==> config.mk <==
export PLATFORM = sky130hd
export DESIGN_NAME = simd_shift_unit
export DESIGN_NICKNAME = d
export VERILOG_FILES = /design/src/rtl/simd_shift_pkg.sv /design/src/rtl/shift_op_decode.sv /design/src/rtl/lane_shifter.sv /design/src/rtl/shift_lane_bank.sv /design/src/rtl/simd_shift_unit.sv
export SDC_FILE = /design/constraint.sdc
export NUM_CORES = 1
export LEC_CHECK = 0
export BUFFER_PORTS_ARGS = -buffer_cell sky130_fd_sc_hd__buf_2
export CORE_MARGIN = 2
export CORE_UTILIZATION = 40
export CTS_CLUSTER_SIZE = 12
export DETAILED_ROUTE_END_ITERATION = 8
export PLACE_DENSITY = 0.64
export SLEW_MARGIN = 20
export SYNTH_ARGS = -nofsm -noshare
export SYNTH_HDL_FRONTEND = slang
export SYNTH_HIERARCHICAL = 1
export SYNTH_SLANG_ARGS = --single-unit
==> constraint.sdc <==
create_clock -name clk -period 6.55 [get_ports clk]
set_input_delay 0.655 -clock clk [delete_from_list [all_inputs] [get_ports clk]]
set_output_delay 0.655 -clock clk [all_outputs]
set_load 0.01 [all_outputs]
==> src/rtl/simd_shift_pkg.sv <==
package simd_shift_pkg;

    typedef enum logic [1:0] {
        SH_LL  = 2'b00,
        SH_RL  = 2'b01,
        SH_LAS = 2'b10,
        SH_RA  = 2'b11
    } shift_kind_e;

    typedef struct packed {
        logic        legal;
        logic        wide;
        shift_kind_e kind;
    } shift_ctrl_t;

    localparam int OP_W = 9;
    localparam logic [4:0] OP_GROUP = 5'b00010;

    // Group in bits 8..4, bit 0 set; bit 2 = wide lanes; bits {3,1} = kind
    function automatic shift_ctrl_t decode_op(input logic [OP_W-1:0] op);
        shift_ctrl_t c;
        c.legal = (op[8:4] == OP_GROUP) && op[0];
        c.wide  = op[2];
        c.kind  = shift_kind_e'({op[3], op[1]});
        return c;
    endfunction

endpackage

==> src/rtl/shift_op_decode.sv <==
module shift_op_decode
    import simd_shift_pkg::*;
(
    input  logic [OP_W-1:0] op_code,
    output shift_ctrl_t     ctrl
);
    always_comb ctrl = decode_op(op_code);
endmodule

==> src/rtl/lane_shifter.sv <==
module lane_shifter
    import simd_shift_pkg::*;
#(
    parameter int LANE_W = 16,
    localparam int CNT_W = $clog2(LANE_W)
) (
    input  logic [LANE_W-1:0] lane_in,
    input  logic [CNT_W-1:0]  cnt,
    input  shift_kind_e       kind,
    output logic [LANE_W-1:0] lane_out
);
    logic signed [2*LANE_W-1:0] ext;
    logic signed [2*LANE_W-1:0] prod;
    logic                       ovf;
    logic [LANE_W-1:0]          sat;

    always_comb begin
        ext  = {{LANE_W{lane_in[LANE_W-1]}}, lane_in};
        prod = ext <<< cnt;
        // upper half plus lane sign bit must be a pure sign extension
        ovf  = (prod[2*LANE_W-1:LANE_W-1] != {(LANE_W+1){prod[2*LANE_W-1]}});
        sat  = lane_in[LANE_W-1] ? {1'b1, {(LANE_W-1){1'b0}}}
                                 : {1'b0, {(LANE_W-1){1'b1}}};
        unique case (kind)
            SH_LL:   lane_out = lane_in << cnt;
            SH_RL:   lane_out = lane_in >> cnt;
            SH_RA:   lane_out = $signed(lane_in) >>> cnt;
            SH_LAS:  lane_out = ovf ? sat : prod[LANE_W-1:0];
            default: lane_out = '0;
        endcase
    end
endmodule

==> src/rtl/shift_lane_bank.sv <==
module shift_lane_bank
    import simd_shift_pkg::*;
#(
    parameter int DATA_W = 64,
    parameter int LANE_W = 16,
    localparam int LANES = DATA_W / LANE_W,
    localparam int CNT_W = $clog2(LANE_W)
) (
    input  logic [DATA_W-1:0] src_a,
    input  logic [DATA_W-1:0] src_b,
    input  shift_kind_e       kind,
    output logic [DATA_W-1:0] bank_out
);
    for (genvar i = 0; i < LANES; i++) begin : g_lane
        lane_shifter #(.LANE_W(LANE_W)) u_lane (
            .lane_in (src_a[i*LANE_W +: LANE_W]),
            .cnt     (src_b[i*LANE_W +: CNT_W]),
            .kind    (kind),
            .lane_out(bank_out[i*LANE_W +: LANE_W])
        );
    end
endmodule

==> src/rtl/simd_shift_unit.sv <==
module simd_shift_unit
    import simd_shift_pkg::*;
#(
    parameter int DATA_W   = 64,
    parameter int NARROW_W = 16,
    parameter int WIDE_W   = 32,
    parameter bit OUT_REG  = 1'b1
) (
    input  logic              clk,
    input  logic              rst,
    input  logic              in_valid,
    input  logic [OP_W-1:0]   op_code,
    input  logic [DATA_W-1:0] src_a,
    input  logic [DATA_W-1:0] src_b,
    output logic              out_valid,
    output logic [DATA_W-1:0] result,
    output logic              illegal_op
);
    shift_ctrl_t       ctrl;
    logic [DATA_W-1:0] narrow_out;
    logic [DATA_W-1:0] wide_out;
    logic [DATA_W-1:0] comb_res;

    shift_op_decode u_dec (.op_code(op_code), .ctrl(ctrl));

    shift_lane_bank #(.DATA_W(DATA_W), .LANE_W(NARROW_W)) u_narrow (
        .src_a(src_a), .src_b(src_b), .kind(ctrl.kind), .bank_out(narrow_out)
    );

    shift_lane_bank #(.DATA_W(DATA_W), .LANE_W(WIDE_W)) u_wide (
        .src_a(src_a), .src_b(src_b), .kind(ctrl.kind), .bank_out(wide_out)
    );

    always_comb begin
        if (!ctrl.legal)    comb_res = '0;
        else if (ctrl.wide) comb_res = wide_out;
        else                comb_res = narrow_out;
    end

    if (OUT_REG) begin : g_reg
        always_ff @(posedge clk) begin
            if (rst) begin
                out_valid  <= 1'b0;
                result     <= '0;
                illegal_op <= 1'b0;
            end else begin
                out_valid <= in_valid;
                if (in_valid) begin
                    result     <= comb_res;
                    illegal_op <= !ctrl.legal;
                end
            end
        end
    end else begin : g_comb
        always_comb begin
            out_valid  = in_valid;
            result     = comb_res;
            illegal_op = !ctrl.legal;
        end
    end
endmodule

==> results of run 1 <==
[power groups by stage]
stage	Combinational [uW]	Sequential, uW	Clock, uW
after floorplan	1370	414	0
after global placement	1860	413	0
after detailed placement	1860	413	0
after CTS	1870	404	587
after global routing	2050	404	601
final	1930	404	572
[cell usage after synthesis, types with 32 or more instances]
cell       number  share of area, %
mux2_2         62               3.0
o22ai_1        58               1.6
o2bb2ai_1      63               2.4
nor2b_1        41               1.1
buf_2          52               1.1
a31oi_1        32              0.86
nand2b_1       36              0.97
dfxtp_1        66               5.7
a21oi_1       210               4.5
o211ai_1       78               2.5
a22oi_1        42               1.4
mux4_2        146                14
nor2_1        283               4.6
mux2i_1       280                12
o21ai_0       272               5.9
nor3_1         94               2.0
inv_1          60              0.97
buf_1          48              0.78
a211oi_1       53               1.7
nand2_1       338               5.5
nand3_1        76               1.6
clkbuf_1      214               3.5
a32oi_1        34               1.3
[metal layers]
| layer | global-route usage [%] | vias up | wire length, um |
|---|---|---|---|
| li1 | - | 11984 | - |
| met1 | 38.0 | 12648 | 36800 |
| met2 | 48.5 | 1532 | 43300 |
| met3 | 3.32 | 272 | 8030 |
| met4 | 13.8 | 14 | 4760 |
| met5 | 0 | - | 81 |
[path summary, 6_finish.rpt]
path / from / end / slack, ns / cells after the start
setup / recovery: src_b[33] / result[50] / 1.58 / 12
hold / removal: result[45] / result[45] / 0.45 / 1
setup reg to reg: result[63] / result[63] / 5.88 / 1
hold reg to reg: result[45] / result[45] / 0.45 / 1
[layout make-up]
cell class | count | area, um2 | area share (%)
inverters | 82 | 308 | 1.28
multi-input cells | 2675 | 19900 | 82.8
clock buffers | 9 | 225 | 0.936
clock inverters | 7 | 103 | 0.426
repair buffers | 204 | 1220 | 5.07
well taps | 765 | 957 | 3.98
diodes | 1 | 2.50 | 0.0104
flip-flops and latches | 66 | 1320 | 5.49
[cell usage in the layout, fill, tap and decap left out, types with 16 or more instances in the layout]
| cell type | synthesis | final |
|---|---|---|
| and2_1 | 18 | 18 |
| a32oi_1 | 34 | 34 |
| mux2i_1 | 280 | 280 |
| mux2_2 | 62 | 62 |
| buf_2 | 52 | 148 |
| o22ai_1 | 58 | 58 |
| dfxtp_1 | 66 | 66 |
| o21ai_0 | 272 | 272 |
| mux2_1 | 24 | 24 |
| a21o_1 | 28 | 28 |
| a22oi_1 | 42 | 42 |
| a211oi_2 | 20 | 20 |
| inv_1 | 60 | 60 |
| nor2b_1 | 41 | 41 |
| buf_4 | 30 | 50 |
| nand3_1 | 76 | 76 |
| nand2b_1 | 36 | 36 |
| or3_1 | 28 | 28 |
| nand2_1 | 338 | 338 |
| nor3_1 | 94 | 94 |
| a211oi_1 | 53 | 53 |
| a31oi_1 | 32 | 32 |
| o211ai_1 | 78 | 78 |
| o2bb2ai_1 | 63 | 63 |
| nor2_1 | 283 | 283 |
| mux2_4 | 16 | 16 |
| mux4_2 | 146 | 146 |
| a21oi_1 | 210 | 210 |
[cell families after synthesis]
kind of cell             after synthesis
adder cells (fa/ha/maj)                2
flip-flops                            66
AND/OR/NAND/NOR                     1020
XOR/XNOR                               4
multiplexers                         528
AO/OA/AOI/OAI                       1121
buffers and inverters                443
[flip-flops by register name, indices dropped and copies added (netlist names)]
| signal | count |
|---|---|
| illegal_op | 1 |
| result | 64 |
| out_valid | 1 |
[critical path: cells and delay by family]
family	cells	cell delay [ns]
multiplexers	4	1.59
buffers and inverters	1	0.59
AND/OR/NAND/NOR	2	1.09
AO/OA/AOI/OAI	5	1.21
[metrics by stage]
step / instance area (um2) / util [%] / setup slack (ns)
final: 24100 / 41.8 / 1.58
after global routing: 24100 / 41.8 / 1.42
after CTS: 24100 / 41.8 / 1.72
after detailed placement: 23700 / 41.2 / 1.33
after global placement: 23700 / 41.2 / 1.36
after floorplan: 23200 / - / 2.66
==> results.sh, run 1 <==
export IMPL_status="finished, final reports clean"
export IMPL_cts_setup_buffers=0
export IMPL_detail_route_antenna_nets=0
export IMPL_port_buffers=159
export IMPL_leakage_uw=0.00919
export IMPL_wl_per_cell_um=24.4
export IMPL_die_width_um=245
export IMPL_avgViaCountPerCell=6.94
export IMPL_grt_antenna_before_repair=8
export IMPL_power_density_mw_per_mm2=121
export IMPL_syn_area_mm2=0.0232
export IMPL_gp_congestion=0.996
export IMPL_synth_top_family_by_area="compound AO/OA/AOI/OAI gates"
export IMPL_slew_viol_final=0
export IMPL_synth_seq_cells=66
export IMPL_setup_viol=0
export IMPL_cts_tree="built"
export IMPL_hpwl_mm=64.0
export IMPL_ir_worst_vdd_mv=0.131
export IMPL_crit_chain="buf_6 -> mux4_2 -> mux2_1 -> mux2i_1 -> or3b_2 -> o311a_1 -> o211ai_1 -> or3_1 -> a21o_1 -> a21oi_1 -> mux2i_1 -> o2bb2ai_1"
export IMPL_root_buffer="clkbuf_16"
export IMPL_synth_fa_ha_area_share_pct=0.0970
export IMPL_cts_resized=0
export IMPL_syn_to_final_growth_pct=3.64
export IMPL_drc_errors=0
export IMPL_grt_pass1_wl_mm=141
export IMPL_clkLatencyLatePin_ns=0.36
export IMPL_critPathLaunchType="input pin"
export IMPL_syn_inst=3184
export IMPL_synth_ff_type="dfxtp_1"
export IMPL_required_ns=6.77
export IMPL_max_cap_violations=0
export IMPL_p_clk_share_pct=19.7
export IMPL_grt_max_degree=109
export IMPL_rsz0062_at_grt="false"
export IMPL_wl_mm=93.0
export IMPL_critPathArrivalTime_ns=5.19
export IMPL_critPathMaxFanout=81
export IMPL_switching_share_pct=50.2
export IMPL_yosysWarnings=6
export IMPL_die_y_um=245
export IMPL_cp_end_kind="flip-flop"
export IMPL_dp_cells=3792
export IMPL_layout_drive_gt1_share_pct=17.1
export IMPL_initial_core_util_pct=40.3
export IMPL_numCtsBuffers=9
export IMPL_synthXorXnorAreaFrac_pct=0.151
export IMPL_num_vias=26450
export IMPL_synth_enable_flop_cells=0
export IMPL_ios=206
export IMPL_relSlewSlack_pct=34.0
export IMPL_cts_max_path_buffers=2
export IMPL_async_flop_share_pct=0
export IMPL_hold_viol=0
export IMPL_yosysUniqueCellTypes=91
export IMPL_p_switching_uw=1460
export IMPL_ys_seq_area_share_pct=5.69
export IMPL_nNetsFinal=3178
export IMPL_clock_sinks=66
export IMPL_stdcell_count=3809
export IMPL_synth_compound_area_share_pct=33.3
export IMPL_fillerInstances=5977
export IMPL_drtIter0Drc=3075
export IMPL_seqPwrFrac_pct=13.9
export IMPL_globalRoute_totalOverflow=0
export IMPL_cts_hold_buf=0
export IMPL_p_comb_share_pct=66.4
export IMPL_core_rowCount=88
export IMPL_total_power_uw=2900
export IMPL_dieArea_mm2=0.0600
export IMPL_synthSimpleGateAreaFrac_pct=20.9
export IMPL_firstDrtPassIters=6
export IMPL_grt_pass1_vias=23566
export IMPL_finalSetupTns_ns=0
export IMPL_cp_slowest_stage_delay_ns=0.63
export IMPL_max_freq_ghz=0.201
export IMPL_fin_crit_ns=4.97
export IMPL_synth_nets=3324
export IMPL_finalClockSkew_ns=0
export IMPL_crit_type="input pin to flip-flop"
export IMPL_crit_top_cell="mux2i_1"
export IMPL_p_int_uw=1450
export IMPL_grt_use_total_pct=29.3
export IMPL_path_clk_slew_ns=0.06
export IMPL_holdWs_ns=0.454
export IMPL_finalCritPeriodShare_pct=75.9
export IMPL_syn_avg_cell_area_um2=7.29
export IMPL_muxShareOfSynthArea_pct=31.4
export IMPL_coreArea_mm2=0.0576
export IMPL_min_path_type="flip-flop to flip-flop"
export IMPL_slowest_stage="mux4_2"
export IMPL_tightestPinTransition_ns=0.989
export IMPL_htree_levels=3
Note: power is estimated with default switching activity, not from simulation.
==> run 2: changes to the inputs <==
clock period = 4.7 ns   (was 6.55 ns; I/O delays follow)
==> results.sh, run 2 (synthesized netlist as in run 1, its figures left out) <==
export IMPL_detail_route_antenna_nets=0
export IMPL_p_int_uw=2090
export IMPL_mostFrequentLayoutCell="nand2_1"
export IMPL_required_ns=5.00
export IMPL_root_buffer="clkbuf_16"
export IMPL_drc_errors=0
export IMPL_setup_viol=0
export IMPL_die_y_um=245
export IMPL_layout_common_cells="nand2_1, nor2_1, mux2i_1"
export IMPL_finalClockSkew_ns=0
export IMPL_fillerInstances=5996
export IMPL_hold_viol=0
export IMPL_reg_largest_list="result (64), illegal_op (1), out_valid (1)"
export IMPL_min_path_type="input pin to flip-flop"
export IMPL_cp_end_kind="flip-flop"
export IMPL_core_rowCount=88
export IMPL_crit_type="input pin to flip-flop"
export IMPL_grt_use_total_pct=29.5
export IMPL_wl_per_cell_um=23.9
export IMPL_gp_congestion=0.980
export IMPL_rsz0062_at_grt="false"
export IMPL_final_seq_area_mm2=0.00132
export IMPL_p_clk_share_pct=19.1
export IMPL_layout_drive_gt1_share_pct=19.7
export IMPL_max_freq_ghz=0.244
export IMPL_ios=206
export IMPL_grt_antenna_before_repair=6
export IMPL_dieArea_mm2=0.0600
export IMPL_grt_max_degree=107
export IMPL_critPathLaunchType="input pin"
export IMPL_status="finished, final reports clean"
export IMPL_num_vias=26870
export IMPL_largest_reg_flops=64
export IMPL_cts_setup_buffers=0
export IMPL_fin_ws_ns=0.598
export IMPL_grt_pass1_wl_mm=143
export IMPL_avgViaCountPerCell=6.87
export IMPL_globalRoute_totalOverflow=0
export IMPL_numCtsBuffers=9
export IMPL_holdWs_ns=0.343
export IMPL_die_width_um=245
export IMPL_multi_input_area_mm2=0.0199
export IMPL_final_area_mm2=0.0249
export IMPL_port_buffers=159
export IMPL_critPathMaxFanout=29
export IMPL_max_cap_violations=0
export IMPL_slew_viol_final=0
export IMPL_p_switching_uw=2050
export IMPL_dp_cells=3894
export IMPL_p_comb_share_pct=67.3
export IMPL_cts_tree="built"
export IMPL_finalCritPeriodShare_pct=87.3
export IMPL_path_clk_slew_ns=0.07
export IMPL_nNetsFinal=3280
export IMPL_initial_core_util_pct=40.3
export IMPL_cts_hold_buf=0
export IMPL_drtIter0Drc=3613
export IMPL_cts_max_path_buffers=2
export IMPL_switching_share_pct=49.5
export IMPL_firstDrtPassIters=6
export IMPL_stdcell_count=3912
export IMPL_htree_levels=3
export IMPL_preCtsSetupSlack_ns=0.250
export IMPL_registers_top_by_ff_count="result"
export IMPL_fin_crit_ns=4.10
export IMPL_critPathArrivalTime_ns=4.40
export IMPL_clkLatencyLatePin_ns=0.36
export IMPL_seqPwrFrac_pct=13.6
export IMPL_tightestPinTransition_ns=0.980
export IMPL_power_density_mw_per_mm2=166
export IMPL_leakage_uw=0.00969
export IMPL_grt_pass1_vias=23791
export IMPL_finalSetupTns_ns=0
export IMPL_clock_sinks=66
export IMPL_hpwl_mm=67.2
export IMPL_coreArea_mm2=0.0576
export IMPL_ir_worst_vdd_mv=0.221
export IMPL_place_area_mm2=0.0245
export IMPL_cts_resized=0
export IMPL_relSlewSlack_pct=34.4
export IMPL_syn_to_final_growth_pct=7.11
export IMPL_wl_mm=93.4
## run 2: path summary, 6_finish.rpt
| kind | start | end | slack, ns | depth (start not counted) |
|---|---|---|---|---|
| max | src_b[33] | result[59] | 0.60 | 13 |
| min | rst | out_valid | 0.34 | 2 |
| max reg2reg | result[46] | result[46] | 3.92 | 1 |
| min reg2reg | result[13] | result[13] | 0.46 | 1 |
## run 2: layout make-up
cell class / count / area share, %
Antenna cell: 2 / 0.0201
Clock buffer: 9 / 0.906
Sequential cell: 66 / 5.31
Multi-Input combinational cell: 2675 / 80.1
Inverter: 82 / 1.24
Clock inverter: 7 / 0.413
Timing Repair Buffer: 306 / 8.13
Tap cell: 765 / 3.85
## run 2: routing by layer
layer	global-route usage [%]	up-vias	share of wire, %
met3	2.80	222	8.6
li1	-	12186	-
met1	39.5	12837	41
met5	0	-	0.045
met4	11.2	6	4.0
met2	48.9	1619	47
## run 2: power groups by stage
stage | Clock (uW) | Combinational, uW | Sequential, uW
global placement | 0 | 2680 | 576
floorplan | 0 | 1910 | 577
finish | 790 | 2780 | 563
global route | 831 | 2960 | 563
detailed placement | 0 | 2690 | 576
CTS | 818 | 2700 | 563
## run 2: through the flow
| stage | utilization (%) | total power [uW] |
|---|---|---|
| after global routing | 43.2 | 4350 |
| after floorplan | - | 2490 |
| after detailed placement | 42.6 | 3260 |
| final | 43.2 | 4140 |
| after global placement | 42.6 | 3260 |
| after CTS | 43.2 | 4080 |
## run 2: worst max-delay path, stage by stage
cell and delay [ns]:
buf_6 0.27, buf_4 0.23, mux4_2 0.52, mux2_2 0.31, a222oi_1 0.43, a41oi_1 0.20, o31ai_1 0.11, o21ai_0 0.11
or3_1 0.51, a21o_1 0.36, a211oi_1 0.55, mux2i_1 0.16, o2bb2ai_1 0.15
